**src/rtl/tit_pkg.sv**
```systemverilog
`timescale 1ns/1ps
package tit_pkg;
    typedef enum logic [1:0] {
        ST_IDLE     = 2'd0,
        ST_RUN_ONCE = 2'd1,
        ST_RUN_LOOP = 2'd2
    } tit_state_e;
endpackage

```
**src/rtl/tit_regif.sv**
```systemverilog
`timescale 1ns/1ps
module tit_regif #(
    parameter int                 ADDR_W    = 8,
    parameter logic [ADDR_W-1:0]  BASE_ADDR = 8'h50
) (
    input  logic              wr_en,
    input  logic              rd_en,
    input  logic [ADDR_W-1:0] addr,
    output logic              ctl_wr,
    output logic              stat_wr,
    output logic              ctl_rd,
    output logic              stat_rd
);
    localparam logic [ADDR_W-1:0] STAT_A = BASE_ADDR + ADDR_W'(4);

    logic hit_ctl, hit_stat;

    always_comb begin
        hit_ctl  = (addr == BASE_ADDR);
        hit_stat = (addr == STAT_A);
        ctl_wr   = wr_en & hit_ctl;
        stat_wr  = wr_en & hit_stat;
        ctl_rd   = rd_en & hit_ctl;
        stat_rd  = rd_en & hit_stat;
    end
endmodule

```
**src/rtl/tit_core.sv**
```systemverilog
`timescale 1ns/1ps
module tit_core
    import tit_pkg::*;
#(
    parameter int CNT_W = 29
) (
    input  logic             clk,
    input  logic             rst_n,
    input  logic             tick,
    input  logic             ctl_wr,
    input  logic             en_in,
    input  logic             loop_in,
    input  logic [CNT_W-1:0] val_in,
    output tit_state_e       state_q,
    output logic [CNT_W-1:0] cnt_q,
    output logic [CNT_W-1:0] rel_q,
    output logic             en_q,
    output logic             loop_q,
    output logic             expire
);
    tit_state_e       state_d;
    logic [CNT_W-1:0] cnt_d, rel_d;
    logic             en_d, loop_d;
    logic             at_zero;

    // state register
    always_ff @(posedge clk or negedge rst_n) begin
        if (!rst_n) begin
            state_q <= ST_IDLE;
            cnt_q   <= '0;
            rel_q   <= '0;
            en_q    <= 1'b0;
            loop_q  <= 1'b0;
        end else begin
            state_q <= state_d;
            cnt_q   <= cnt_d;
            rel_q   <= rel_d;
            en_q    <= en_d;
            loop_q  <= loop_d;
        end
    end

    // next state and datapath
    always_comb begin
        at_zero = (cnt_q == '0);
        state_d = state_q;
        cnt_d   = cnt_q;
        rel_d   = rel_q;
        en_d    = en_q;
        loop_d  = loop_q;
        if (ctl_wr) begin
            rel_d  = val_in;
            cnt_d  = val_in;
            en_d   = en_in;
            loop_d = loop_in;
            if (!en_in)       state_d = ST_IDLE;
            else if (loop_in) state_d = ST_RUN_LOOP;
            else              state_d = ST_RUN_ONCE;
        end else begin
            unique case (state_q)
                ST_IDLE: begin
                    state_d = ST_IDLE;
                end
                ST_RUN_ONCE: begin
                    if (tick) begin
                        if (at_zero) begin
                            state_d = ST_IDLE;
                            en_d    = 1'b0;
                        end else begin
                            cnt_d = cnt_q - 1'b1;
                        end
                    end
                end
                ST_RUN_LOOP: begin
                    if (tick) begin
                        if (at_zero) cnt_d = rel_q;
                        else         cnt_d = cnt_q - 1'b1;
                    end
                end
                default: begin
                    state_d = ST_IDLE;
                end
            endcase
        end
    end

    // outputs
    always_comb begin
        expire = tick && !ctl_wr && (state_q != ST_IDLE) && (cnt_q == '0);
    end
endmodule

```
**src/rtl/tit_irq.sv**
```systemverilog
`timescale 1ns/1ps
module tit_irq (
    input  logic clk,
    input  logic rst_n,
    input  logic expire,
    input  logic clr,
    output logic pend_q
);
    always_ff @(posedge clk or negedge rst_n) begin
        if (!rst_n)      pend_q <= 1'b0;
        else if (expire) pend_q <= 1'b1;
        else if (clr)    pend_q <= 1'b0;
    end
endmodule

```
**src/rtl/tick_interval_timer.sv**
```systemverilog
`timescale 1ns/1ps
module tick_interval_timer
    import tit_pkg::*;
#(
    parameter int                ADDR_W    = 8,
    parameter int                CNT_W     = 29,
    parameter logic [ADDR_W-1:0] BASE_ADDR = 8'h50,
    localparam int               DW        = CNT_W + 3
) (
    input  logic              clk,
    input  logic              rst_n,
    input  logic              tick,
    input  logic              wr_en,
    input  logic              rd_en,
    input  logic [ADDR_W-1:0] addr,
    input  logic [DW-1:0]     wdata,
    output logic [DW-1:0]     rdata,
    output logic              irq
);
    localparam int EN_BIT   = DW - 1;
    localparam int LOOP_BIT = DW - 2;
    localparam int RSV_BIT  = DW - 3;

    logic             ctl_wr, stat_wr, ctl_rd, stat_rd;
    tit_state_e       state_q;
    logic [CNT_W-1:0] cnt_q, rel_q;
    logic             en_q, loop_q, expire, pend_q, clr;
    logic             unused_rsvd;

    assign unused_rsvd = wdata[RSV_BIT];
    assign clr         = stat_wr & wdata[LOOP_BIT];

    tit_regif #(.ADDR_W(ADDR_W), .BASE_ADDR(BASE_ADDR)) u_regif (
        .wr_en  (wr_en),
        .rd_en  (rd_en),
        .addr   (addr),
        .ctl_wr (ctl_wr),
        .stat_wr(stat_wr),
        .ctl_rd (ctl_rd),
        .stat_rd(stat_rd)
    );

    tit_core #(.CNT_W(CNT_W)) u_core (
        .clk    (clk),
        .rst_n  (rst_n),
        .tick   (tick),
        .ctl_wr (ctl_wr),
        .en_in  (wdata[EN_BIT]),
        .loop_in(wdata[LOOP_BIT]),
        .val_in (wdata[CNT_W-1:0]),
        .state_q(state_q),
        .cnt_q  (cnt_q),
        .rel_q  (rel_q),
        .en_q   (en_q),
        .loop_q (loop_q),
        .expire (expire)
    );

    tit_irq u_irq (
        .clk   (clk),
        .rst_n (rst_n),
        .expire(expire),
        .clr   (clr),
        .pend_q(pend_q)
    );

    always_comb begin
        if (ctl_rd)       rdata = {en_q, loop_q, 1'b0, rel_q};
        else if (stat_rd) rdata = {1'b0, pend_q, 1'b0, cnt_q};
        else              rdata = '0;
    end

    assign irq = pend_q;
endmodule

```
**config.mk**
```make
export PLATFORM = sky130hd
export DESIGN_NAME = tick_interval_timer
export DESIGN_NICKNAME = d
export VERILOG_FILES = /design/src/rtl/tit_pkg.sv /design/src/rtl/tit_regif.sv /design/src/rtl/tit_core.sv /design/src/rtl/tit_irq.sv /design/src/rtl/tick_interval_timer.sv
export SDC_FILE = /design/constraint.sdc
export NUM_CORES = 1
export LEC_CHECK = 0
export ABC_AREA = 1
export BUFFER_PORTS_ARGS = -buffer_cell sky130_fd_sc_hd__buf_2
export CELL_PAD_IN_SITES_DETAIL_PLACEMENT = 2
export CELL_PAD_IN_SITES_GLOBAL_PLACEMENT = 2
export CORE_MARGIN = 2
export CORE_UTILIZATION = 31
export CTS_CLUSTER_DIAMETER = 50
export DETAILED_ROUTE_END_ITERATION = 16
export GPL_TIMING_DRIVEN = 0
export PLACE_DENSITY_LB_ADDON = 0.1
export SETUP_SLACK_MARGIN = 0.3
export SKIP_LAST_GASP = 1
export SLEW_MARGIN = 20
export SYNTH_ARGS = -nofsm -noshare
export SYNTH_HDL_FRONTEND = slang
export SYNTH_SLANG_ARGS = --single-unit
```
**constraint.sdc**
```tcl
create_clock -name clk -period 2.6 [get_ports clk]
set_input_delay 0.13 -clock clk [delete_from_list [all_inputs] [get_ports clk]]
set_output_delay 0.13 -clock clk [all_outputs]
set_load 0.02 [all_outputs]
```
## Yosys cells after proc, flatten, opt, wreduce, memory -nomap -nowiden

Index checks and enable logic that the tools add are counted.

| operators by class | value |
|---|---|
| $add $sub $neg | 1 |
| reductions and logical operators | 14 |
| equal/unequal tests | 9 |
| bitwise logic cells | 5 |
| multiplexer cells | 20 |

Operators with widths:

| kind | count |
|---|---|
| two-way mux 29 bit | 5 |
| case mux 29 bit (2 select lines) | 1 |
| two-way mux 32 bit | 1 |
| two-way mux 31 bit | 1 |
| logical NOT 29 bit | 1 |
| subtractor 29 x 1 -> 29 bit (second input constant) | 1 |
| == test 8 x 7 -> 1 bit (second input constant) | 2 |
| two-way mux 2 bit | 5 |
| nonzero test 2 bit | 5 |
| inequality test 3 x 2 -> 1 bit (second input constant) | 3 |
| two-way mux 1 bit | 6 |
| AND reduction 3 bit | 2 |
| AND 1 bit | 5 |
| case mux 2 bit (2 select lines) | 1 |
| AND reduction 4 bit | 1 |
| logical AND 1 bit | 3 |
| inequality test 3 x 1 -> 1 bit (second input constant) | 1 |
| nonzero test 3 bit | 1 |
| == test 2 x 1 -> 1 bit (second input constant) | 1 |
| == test 2 bit (second input constant) | 1 |
| inequality test 2 x 1 -> 1 bit (second input constant) | 1 |
| logical NOT 1 bit | 1 |

| word-level totals | value |
|---|---|
| bits of input ports | 45 |
| output and inout port bits | 33 |
| logic and storage cells | 55 |
| register bits after elaboration | 63 |

## Longest topological paths before layout

Gate-level depths: netlist of the first run.

| depth | value |
|---|---|
| depth in word-level cells | 7 |
| gate-level depth with buffers | 13 |
| depth with buffers taken out | 11 |

## By module

A second synthesis of the first run with hierarchy kept.

| unflattened totals | value |
|---|---|
| cell total of the unflattened synthesis | 650 |
| area total of the unflattened synthesis | 4209.0 µm² |

Modules (own cells, without submodules):

| module | area an instance (µm²) | instances | cells each | seq. area each (µm²) |
|---|---|---|---|---|
| tit_core | 3633.5 | 1 | 517 | 1551.5 |
| tick_interval_timer | 450.4 | 1 | 106 | 0.0 |
| tit_regif | 85.1 | 1 | 22 | 0.0 |
| tit_irq | 40.0 | 1 | 5 | 25.0 |

## Worst setup path after synthesis of the first run

OpenSTA, ideal clock, no wires.

| timing path | value |
|---|---|
| kind | flip-flop to flip-flop |
| start point | register u_core.cnt_q[0] |
| end point | register u_core.cnt_q[19] |
| data required time | 2.479 ns |
| clock period less this slack | 1.795 ns |
| setup time | 0.121 ns |
| cell stages (with the launch flop) | 14 |
| arrival | 1.674 ns |
| buffers on the path | 2 |
| path slack | 0.805 ns |
| path through | dfrtp_1 inv_1 ha_1 nand2_2 nor2_4 nand2_2 nor2_4 nand3_4 nand2_2 buf_6 buf_12 nand2_2 nand3_2 nand2_1 |

| between the ends | value |
|---|---|
| word-level cells in the longest chain between the ends | 5 |
| elaborated cells between the ends (all ways) | 10 |
| those cells by class | add/sub: 1; eq/ne: 1; mux: 6; reduce/logical: 2 |

RTL lines:

| item | line | text |
|---|---|---|
| start: declaration | tit_core.sv:15 | `output logic [CNT_W-1:0] cnt_q,` |
| start signal: assignment | tit_core.sv:36 | `cnt_q <= cnt_d;` |
| subtractor 29 x 1 -> 29 bit or logical NOT 29 bit (tied branches) | tit_core.sv:70, tit_core.sv:77, tit_core.sv:45 |  |
| two-way mux 29 bit (on tied branches) | tit_core.sv:76, tit_core.sv:66 |  |
| two-way mux 29 bit (on tied branches) | tit_core.sv:75, tit_core.sv:65 |  |
| case mux 29 bit (2 select lines) | tit_core.sv:60 | `unique case (state_q)` |
| two-way mux 29 bit | tit_core.sv:51 | `if (ctl_wr) begin` |

Parallel ways exist; a longest one is shown, timed or not. The select of a mux whose other input is x is not followed.
A chain may end at the register's enable or synchronous reset.

## Final worst setup path of the first run

| timing path | value |
|---|---|
| start point | register u_core.cnt_q[0] |
| end point | register u_core.cnt_q[22] |

Same word-level chain as after synthesis.

==> results of run 1 <==
repair_timing:
action / in CTS / in global routing
endpoints found under the hold margin: 39 / 0
resized for setup: 1 / 7
endpoints found under the setup margin: 1 / 26
pin swaps: 0 / 1
cloned: 0 / 0
buffers inserted: 0 / 6
hold buffers: 18 / 0
cells by family after synthesis:
kind of cell	share of synthesized area
XOR/XNOR	0.03530
adder cells (fa/ha/maj)	0.01187
AO/OA/AOI/OAI	0.08929
AND/OR/NAND/NOR	0.3717
buffers and inverters	0.1172
other	0.0008891
flip-flops	0.3738
metrics by stage:
stage / area, um^2 / utilization
floorplan: 4218 / -
global placement: 4813 / 0.3635
detailed placement: 4843 / 0.3657
CTS: 5358 / 0.4046
global route: 5424 / 0.4096
finish: 5424 / 0.4096
tightest hold or removal path, stage by stage:
cell and delay, ns:
sky130_fd_sc_hd__buf_2 0.08, sky130_fd_sc_hd__nand2_1 0.06, sky130_fd_sc_hd__nand2_1 0.06
worst paths after layout:
| check | start | to |
|---|---|---|
| worst min register to register | u_core.rel_q[1] | u_core.rel_q[1] |
| worst max register to register | u_core.cnt_q[0] | u_core.cnt_q[22] |
| worst max-delay path | u_core.cnt_q[0] | u_core.cnt_q[22] |
| min in group asynchronous | rst_n | u_core.rel_q[11] |
| worst min-delay path | wdata[25] | u_core.rel_q[25] |
| max in group asynchronous | rst_n | u_core.rel_q[26] |
cell type report:
class / instances / area share
sequential: 63 / 0.2907
multi-input combinational: 439 / 0.3982
clock inverter: 3 / 0.01200
tap: 176 / 0.04060
clock buffer: 12 / 0.04914
inverter: 90 / 0.06228
buffer: 25 / 0.03091
timing repair buffer: 100 / 0.1163
layer usage:
metal / track usage / wire (um) / vias to the layer above
li1: - / - / 2154
met1: 0.3108 / 7525 / 2205
met2: 0.4135 / 8184 / 74
met3: 0.03066 / 441 / 13
met4: 0.07631 / 234 / 0
met5: 0 / 0 / -
synth_stat cells, drive strengths merged:
| library cell | instances |
|---|---|
| nand2 | 212 |
| clkbuf | 9 |
| o31ai | 3 |
| nand3b | 3 |
| nor3 | 2 |
| xnor2 | 5 |
| ha | 4 |
| dfrtp | 63 |
| or2 | 1 |
| buf | 16 |
| nor2 | 55 |
| conb | 1 |
| o21ai | 28 |
| nand4 | 6 |
| inv | 90 |
| xor2 | 12 |
| nand3 | 67 |
| a21oi | 29 |
| o22ai | 10 |
| a31oi | 1 |
power breakdown:
group	internal (mW)	switching (mW)	leakage [nW]
registers	1.07	0.119	0.860
clock network	0.910	0.463	0.165
logic	0.335	0.591	1.98
layout by cell type (no fill, tap or decap), drive strengths merged, types with 4 or more instances in the layout:
| cell | synthesis | routed |
|---|---|---|
| clkbuf | 9 | 21 |
| o21ai | 28 | 28 |
| dfrtp | 63 | 63 |
| xor2 | 12 | 12 |
| dlygate4sd3 | 0 | 18 |
| xnor2 | 5 | 5 |
| a21oi | 29 | 29 |
| nand4 | 6 | 6 |
| buf | 16 | 98 |
| nand2 | 212 | 212 |
| ha | 4 | 4 |
| o22ai | 10 | 10 |
| inv | 90 | 90 |
| nor2 | 55 | 55 |
| nand3 | 67 | 67 |
sequential cells by signal, indices dropped and copies added, names as in the netlist:
| signal | count |
|---|---|
| u_core.cnt_q | 29 |
| u_core.state_q | 2 |
| u_irq.pend_q | 1 |
| u_core.rel_q | 29 |
| u_core.en_q | 1 |
| u_core.loop_q | 1 |
==> results, run 1 <==
- Of the available clock period, the critical path in the final layout requires 0.8286.
- The cell sitting at the root of the clock tree is a sky130_fd_sc_hd__clkbuf_16.
- Setup repair after global routing left no endpoint under its margin.
- After global routing the overflow that remains totals 0.
- The worst endpoint data arrival time is roughly 2.4 ns.
- Counting the fill cells in the layout gives between 1500 and 2000.
- The sequential fraction of the synthesis area is 0.3738.
- The worst setup path category is reg2reg.
- The global-route usage over all layers is 0.2397.
- The sequential cell area in the final layout is about 1600 um^2.
- The setup TNS is 0 ns.
- In this run the worst hold path is classified as in2reg.
- The floorplan step defined a die boundary enclosing between 10000 and 15000 um^2.
- The final count of hold timing violations came to 0.
- The count of input and output buffers is 75.
- The count of cells along the worst hold path is 3.
- The cell count after synthesis is about 620.
- The height of the die is between 100 and 150 um.
- The pin count of the biggest net entering global routing is between 40 and 50.
- The area growth from synthesis to final layout is 28.60%.
- The area share of the leading cell type in the synthesized netlist is 0.3738.
- 0 antenna diodes ended up in the layout.
- The first detailed-routing pass ran for 4 iterations.
- The largest area contributor in the netlist is sky130_fd_sc_hd__dfrtp_1.
- In this design, the critical path's most frequently occurring cell is sky130_fd_sc_hd__nand2_2.
- Synthesis inferred 63 register bits.
- In the final layout, the share of cells above drive strength 1 is 0.2104.
- The worst setup path is captured at a flip-flop.
- The number of antenna violations at the first check in global routing is 0.
- The number of unique standard cell types used by synthesis is 32.
- The cell area that synthesis handed to floorplanning was around 4200 um^2.
- The first-iteration detailed-routing DRC count is between 100 and 150.
- Setup slack closes at 0.4456 ns.
- The kind of cell with the highest combined delay along the critical path is simple AND/OR/NAND/NOR gates.
- In this run the register-to-register setup slack is roughly 0.45 ns.
- The time the final worst path needs with I/O delays and setup is around 2.2 ns.
- The die is around 120 um wide.
- Clock tree synthesis found a total of 63 sinks.
- The count of cell instances traversed by the critical path is 13.
- For this run, the number of standard cells in the final layout without fillers is roughly 910.
- The post-route worst hold slack is around 0.006 ns.
- The post-layout total power is about 3.5 mW.
- The wire length per cell after detailed routing is 18.05 um.
- The TritonCTS clock tree is done.
- Static timing analysis puts the maximum clock frequency at between 0.4 and 0.5 GHz.
- The via count of the first global-routing pass was 4982.
- The area of the multi-input gates is 2160 um^2.
- At the pin with the least slew margin, the transition time is around 0.8 ns.
- The max capacitance violation total is 0.
- Once detailed placement completed, the half-perimeter wirelength came to roughly 12000 um.
- The clock tree skew after final layout is between 0.008 and 0.009 ns.
- The largest single stage delay on the critical path is 0.39 ns.
- Traced cell by cell, the critical path runs through inv_1, ha_2, nand2_2, nor2_4, nand2_2, nor2_4, nand3_4, nand2_2, buf_8, buf_12, nand2_2, nand3_2, nand2_1.
- The first global-routing pass estimated 26660 um of wire.
- The flow ran to the end, and the final reports show no timing, DRC or antenna violations.
- In this run the power density over the cells is approximately 640 nW/um^2.
- The region available for standard cell placement spans approximately 13000 um^2.
- The synthesized netlist net count is around 670.
- The floorplan has between 40 and 50 rows.
- The detailed-route DRC error count is 0.
- The overall via count from detail_route is around 4400.
- Before CTS, the worst setup slack after placement is 0.3186 ns.
- The clock tree buffer depth is 2.
- The effective utilization at floorplan is 0.3185.
- Clock latency on the worst-skew pair, taken at its later pin, is between 0.3 and 0.4 ns.
- The worst endpoint required time is between 2 and 3 ns.
- The slowest stage of the critical path belongs to the cell sky130_fd_sc_hd__dfrtp_1.
- The top-level port count is between 70 and 80.
- The largest fanout on the critical path is 10.
- The worst pin sits at a relative slew slack of 0.4821.
- The type of element launching the critical path is a flip-flop.
- Counting both buffers and inverters, the worst setup path holds a total of 3.
- Summed over all cells, the static leakage comes to roughly 3 nW.
- The cell count after placement is slightly below 900.
- The clock slew seen by the registers of the worst setup and hold paths is about 0.06 ns.
- The number of H-tree branching levels is 3.
- The count of nets left with antenna violations after detail routing is 0.
- The largest vdd supply drop is about 0.00025 V.
- The setup violation total in the final timing report is 0.
- For this block, the routed nets add up to 16390 um of wire.
- By area the synthesized netlist is led by sky130_fd_sc_hd__dfrtp_1 (37%), sky130_fd_sc_hd__nand2_1 (18%), sky130_fd_sc_hd__inv_1 (7.8%).
- The number of vias per cell after detailed routing is 4.896.
- The congestion estimate from routability-driven global placement came to 0.8358.
- The total CTS buffers is 9.
- The depth of the worst register-to-register path is 13.
- The number of max-slew violations in the final report was 0.
- The average instance area after synthesis is just under 7 um^2.
- For this run, the post-layout net count is 777.
- The Yosys step of the flow raised 0 warnings.
(Power assumes the default switching activity.)
==> inputs of run 2 (changes only) <==
clock period = 2.2 ns   (was 2.6 ns; I/O delays follow)
==> run 2 against run 1 <==
  * The flow now finishes with violations (negative setup slack)
  * Largest cell class unchanged
  * Setup slack got worse by 0.45 ns
  * Register-to-register slack got worse by 0.45 ns
  * Critical path type unchanged
  * Worst hold slack better by 0.00060 ns
  * Flip-flop and latch count did not move
  * Global-route usage grew 2.3 points
==> results, run 2 (synthesized netlist as in run 1, its figures left out) <==
- Result of the run: finished, violations left (was complete, no violations).
- The worst endpoint required time was 2.45 ns (was 2.83 ns).
- The final reports fail on negative setup slack.
- The endpoint of the lowest-slack register-to-register path is u_core.cnt_q[27] (was u_core.cnt_q[22]).
- The longest individual stage delay on the worst path was 0.40 ns (was 0.39 ns).
- The HPWL after detailed placement is 11840 um (unchanged).
- The cell count after placement is 869 (unchanged).
- Top Registers: u_core.cnt_q x29, u_core.rel_q x29, u_core.state_q x2 (unchanged).
- The power density over cell area is 748.9 nW/um^2 (was 642.9 nW/um^2).
- The number of H-tree branching levels is 3 (unchanged).
- The number of antenna violations at the first check in global routing is 0 (unchanged).
- The slew of the pin with the lowest slew margin came to 0.7597 ns (was 0.7769 ns).
- The time the final worst path needs with I/O delays and setup came to 2.201 ns (was 2.154 ns).
- The depth of the worst register-to-register path is 11 (was 13).
- Most frequent cells in the layout: sky130_fd_sc_hd__nand2_1 (186), sky130_fd_sc_hd__inv_1 (86), sky130_fd_sc_hd__buf_2 (78) (was sky130_fd_sc_hd__nand2_1 (199), sky130_fd_sc_hd__inv_1 (88), sky130_fd_sc_hd__buf_2 (80)).
- The total CTS buffers is 9 (unchanged).
- The number of max-slew violations in the final report was 0 (unchanged).
- The worst setup path category is reg2reg (unchanged).
- The top-level port count was 78 (unchanged).
- The width of the die is 120.6 um (unchanged).
- RSZ-0062 raised after global routing: true (was false).
- The via count of the first global-routing pass is 5309 (was 4982).
- The type of the tightest min-delay check was in2reg (unchanged).
- The most common cell after layout, fill and taps aside is sky130_fd_sc_hd__nand2_1 (unchanged).
- The largest vdd supply drop is 0.0003763 V (was 0.0002486 V).
- The count of cells along the worst hold path is 3 (unchanged).
- The first-iteration detailed-routing DRC count came to 179 (was 105).
- The routed wire length came to 20590 um (was 16390 um).
- List of cells traversed by the critical path: buf_4, nor2_1, nand2_1, nor2_1, nand2_2, nor2_1, nand2_1, nand2_1, nand3_1, nand3_2, nand2_1 (was inv_1, ha_2, nand2_2, nor2_4, nand2_2, nor2_4, nand3_4, nand2_2, buf_8, buf_12, nand2_2, nand3_2, nand2_1).
- The global-route usage over all layers is 0.2631 (was 0.2397).
- The number of sinks driven by the clock tree is 63 (unchanged).
- The pre-CTS worst setup slack came to -0.08138 ns (was 0.3186 ns).
- The number of vias per cell after detailed routing is 5.130 (was 4.896).
- The effective utilization at floorplan is 0.3185 (unchanged).
- The clock slew seen by the registers of the worst setup and hold paths is 0.06 ns (about the same).
- The post-route worst hold slack is 0.006751 ns (was 0.006154 ns).
- The clock tree buffer depth was 2 (unchanged).
- The worst endpoint data arrival time is 2.45 ns (was 2.38 ns).
- The final antenna diode count came to 0 (unchanged).
- The maximum frequency from static timing analysis is 0.4543 GHz (was 0.4642 GHz).
- The final RePlAce weighted congestion is 0.8358 (unchanged).
- The full die area is 14560 um^2 (unchanged).
- The worst slew margin relative to its limit is 0.4935 (was 0.4821).
- The wire length per cell after detailed routing is 21.72 um (was 18.05 um).
- The beginning of the worst hold path was wdata[16] (was wdata[25]).
- The TritonCTS clock tree is done (unchanged).
- The sink of the worst hold path is u_core.rel_q[16] (was u_core.rel_q[25]).
- The largest fanout on the critical path came to 4 (was 10).
- The placeable core region came to 13240 um^2 (unchanged).
- The final worst setup slack came to -0.001350 ns (was 0.4456 ns).
- The final count of hold timing violations is 0 (unchanged).
- The clock tree skew after final layout is 0.01124 ns (was 0.008471 ns).
- The critical path endpoint category is a flip-flop (unchanged).
- The clock root buffer is sky130_fd_sc_hd__clkbuf_16 (unchanged).
- The count of input and output buffers is 75 (unchanged).
- The max capacitance violation total came to 0 (unchanged).
- The ratio of cells with drive above 1 in the final layout was 0.3044 (was 0.2104).
- The most frequent cell on the critical path was sky130_fd_sc_hd__nand2_1 (was sky130_fd_sc_hd__nand2_2).
- The setup slack of the most critical reg-to-reg path is -0.001 ns (was 0.45 ns).
- The number of core rows came to 42 (unchanged).
- The count of nets after finishing was 817 (was 777).
- The setup violation total in the final timing report came to 1 (was 0).
- The count of nets left with antenna violations after detail routing is 0 (unchanged).
- The type of element launching the critical path is a flip-flop (unchanged).
- The non-filler instance count after layout is 948 (was 908).
- The detailed-route DRC error count was 0 (unchanged).
- The area growth from synthesis to final layout is 46.22% (was 28.60%).
- The wire length of the first global-routing pass is 28980 um (was 26660 um).
- The final cycle utilization of the critical path is 1.001 (was 0.8286).
- The overall via count from detail_route is 4863 (was 4446).
- The clock latency on the worst-skew pair is 0.36 ns (was 0.35 ns).
- The pin count of the biggest net entering global routing is 42 (unchanged).
- The launch instance of the worst register-to-register path is u_core.cnt_q[1] (was u_core.cnt_q[0]).
- The height of the die is 120.6 um (unchanged).
- The total grt overflow is 0 (unchanged).
- The total leakage power is 3.302 nW (was 3.007 nW).
- The number of search-and-repair iterations in the first detailed-routing pass is 4 (unchanged).
- The launching instance or port of the critical path is u_core.cnt_q[1] (was u_core.cnt_q[0]).
- The slowest cell on the critical path is sky130_fd_sc_hd__dfrtp_1 (unchanged).
==> run 2: report_power, final <==
part           internal, mW  switching (mW)  leakage [nW]
Combinational         0.565           0.941          2.29
Sequential             1.27           0.161         0.850
Clock                  1.08           0.608         0.165
Total                  2.91            1.71          3.30
==> run 2: repair_timing <==
action,in CTS,in global routing
cloned,3,1
gates resized for setup,41,55
hold buffers,24,0
pin swaps,10,16
setup endpoints to repair,50,49
endpoints found under the hold margin,45,0
buffers inserted,26,10
==> run 2: worst max-delay path by stage <==
stage	end	slack, ns	cells past startpoint
floorplan	u_core.cnt_q[19]	0.40	13
global placement	u_core.cnt_q[19]	-0.02	11
detailed placement	u_core.cnt_q[13]	-0.08	11
CTS	u_core.cnt_q[22]	0.25	14
global route	u_core.cnt_q[27]	-0.13	11
finish	u_core.cnt_q[27]	-0.001	11
==> run 2: final cells by class <==
type                       instances  area (um^2)
buffer                            25        220.2
clock buffer                      12        266.5
clock inverter                     3        65.06
fill                            1568         7076
inverter                          90        340.3
multi-input combinational        439         2396
sequential                        63         1585
tap                              176        220.2
timing repair buffer             140         1074
==> run 2: layer usage <==
layer,wire (um),vias to the layer above,global-route usage
li1,-,2237,-
met2,10730,139,0.4601
met1,8484,2444,0.3297
met5,0,-,0
met4,539,0,0.09666
met3,838,43,0.03538
==> run 2: worst max-delay path: cells and delay by family, from the launching register on <==
family / cells / cell delay [ns]
buffers and inverters: 1 / 0.15
AND/OR/NAND/NOR: 10 / 1.54
flip-flops: 1 / 0.40
==> run 2: per-stage QoR <==
stage	utilization	power, mW	instance area [um^2]	setup TNS (ns)
6_report	0.4657	4.618	6167	-0.001350
5_1_grt	0.4657	4.810	6167	-0.1359
4_1_cts	0.4409	4.317	5838	0
3_5_place_dp	0.3657	2.451	4843	-1.350
3_3_place_gp	0.3635	2.382	4813	-0.06168
2_1_floorplan	-	2.109	4218	0
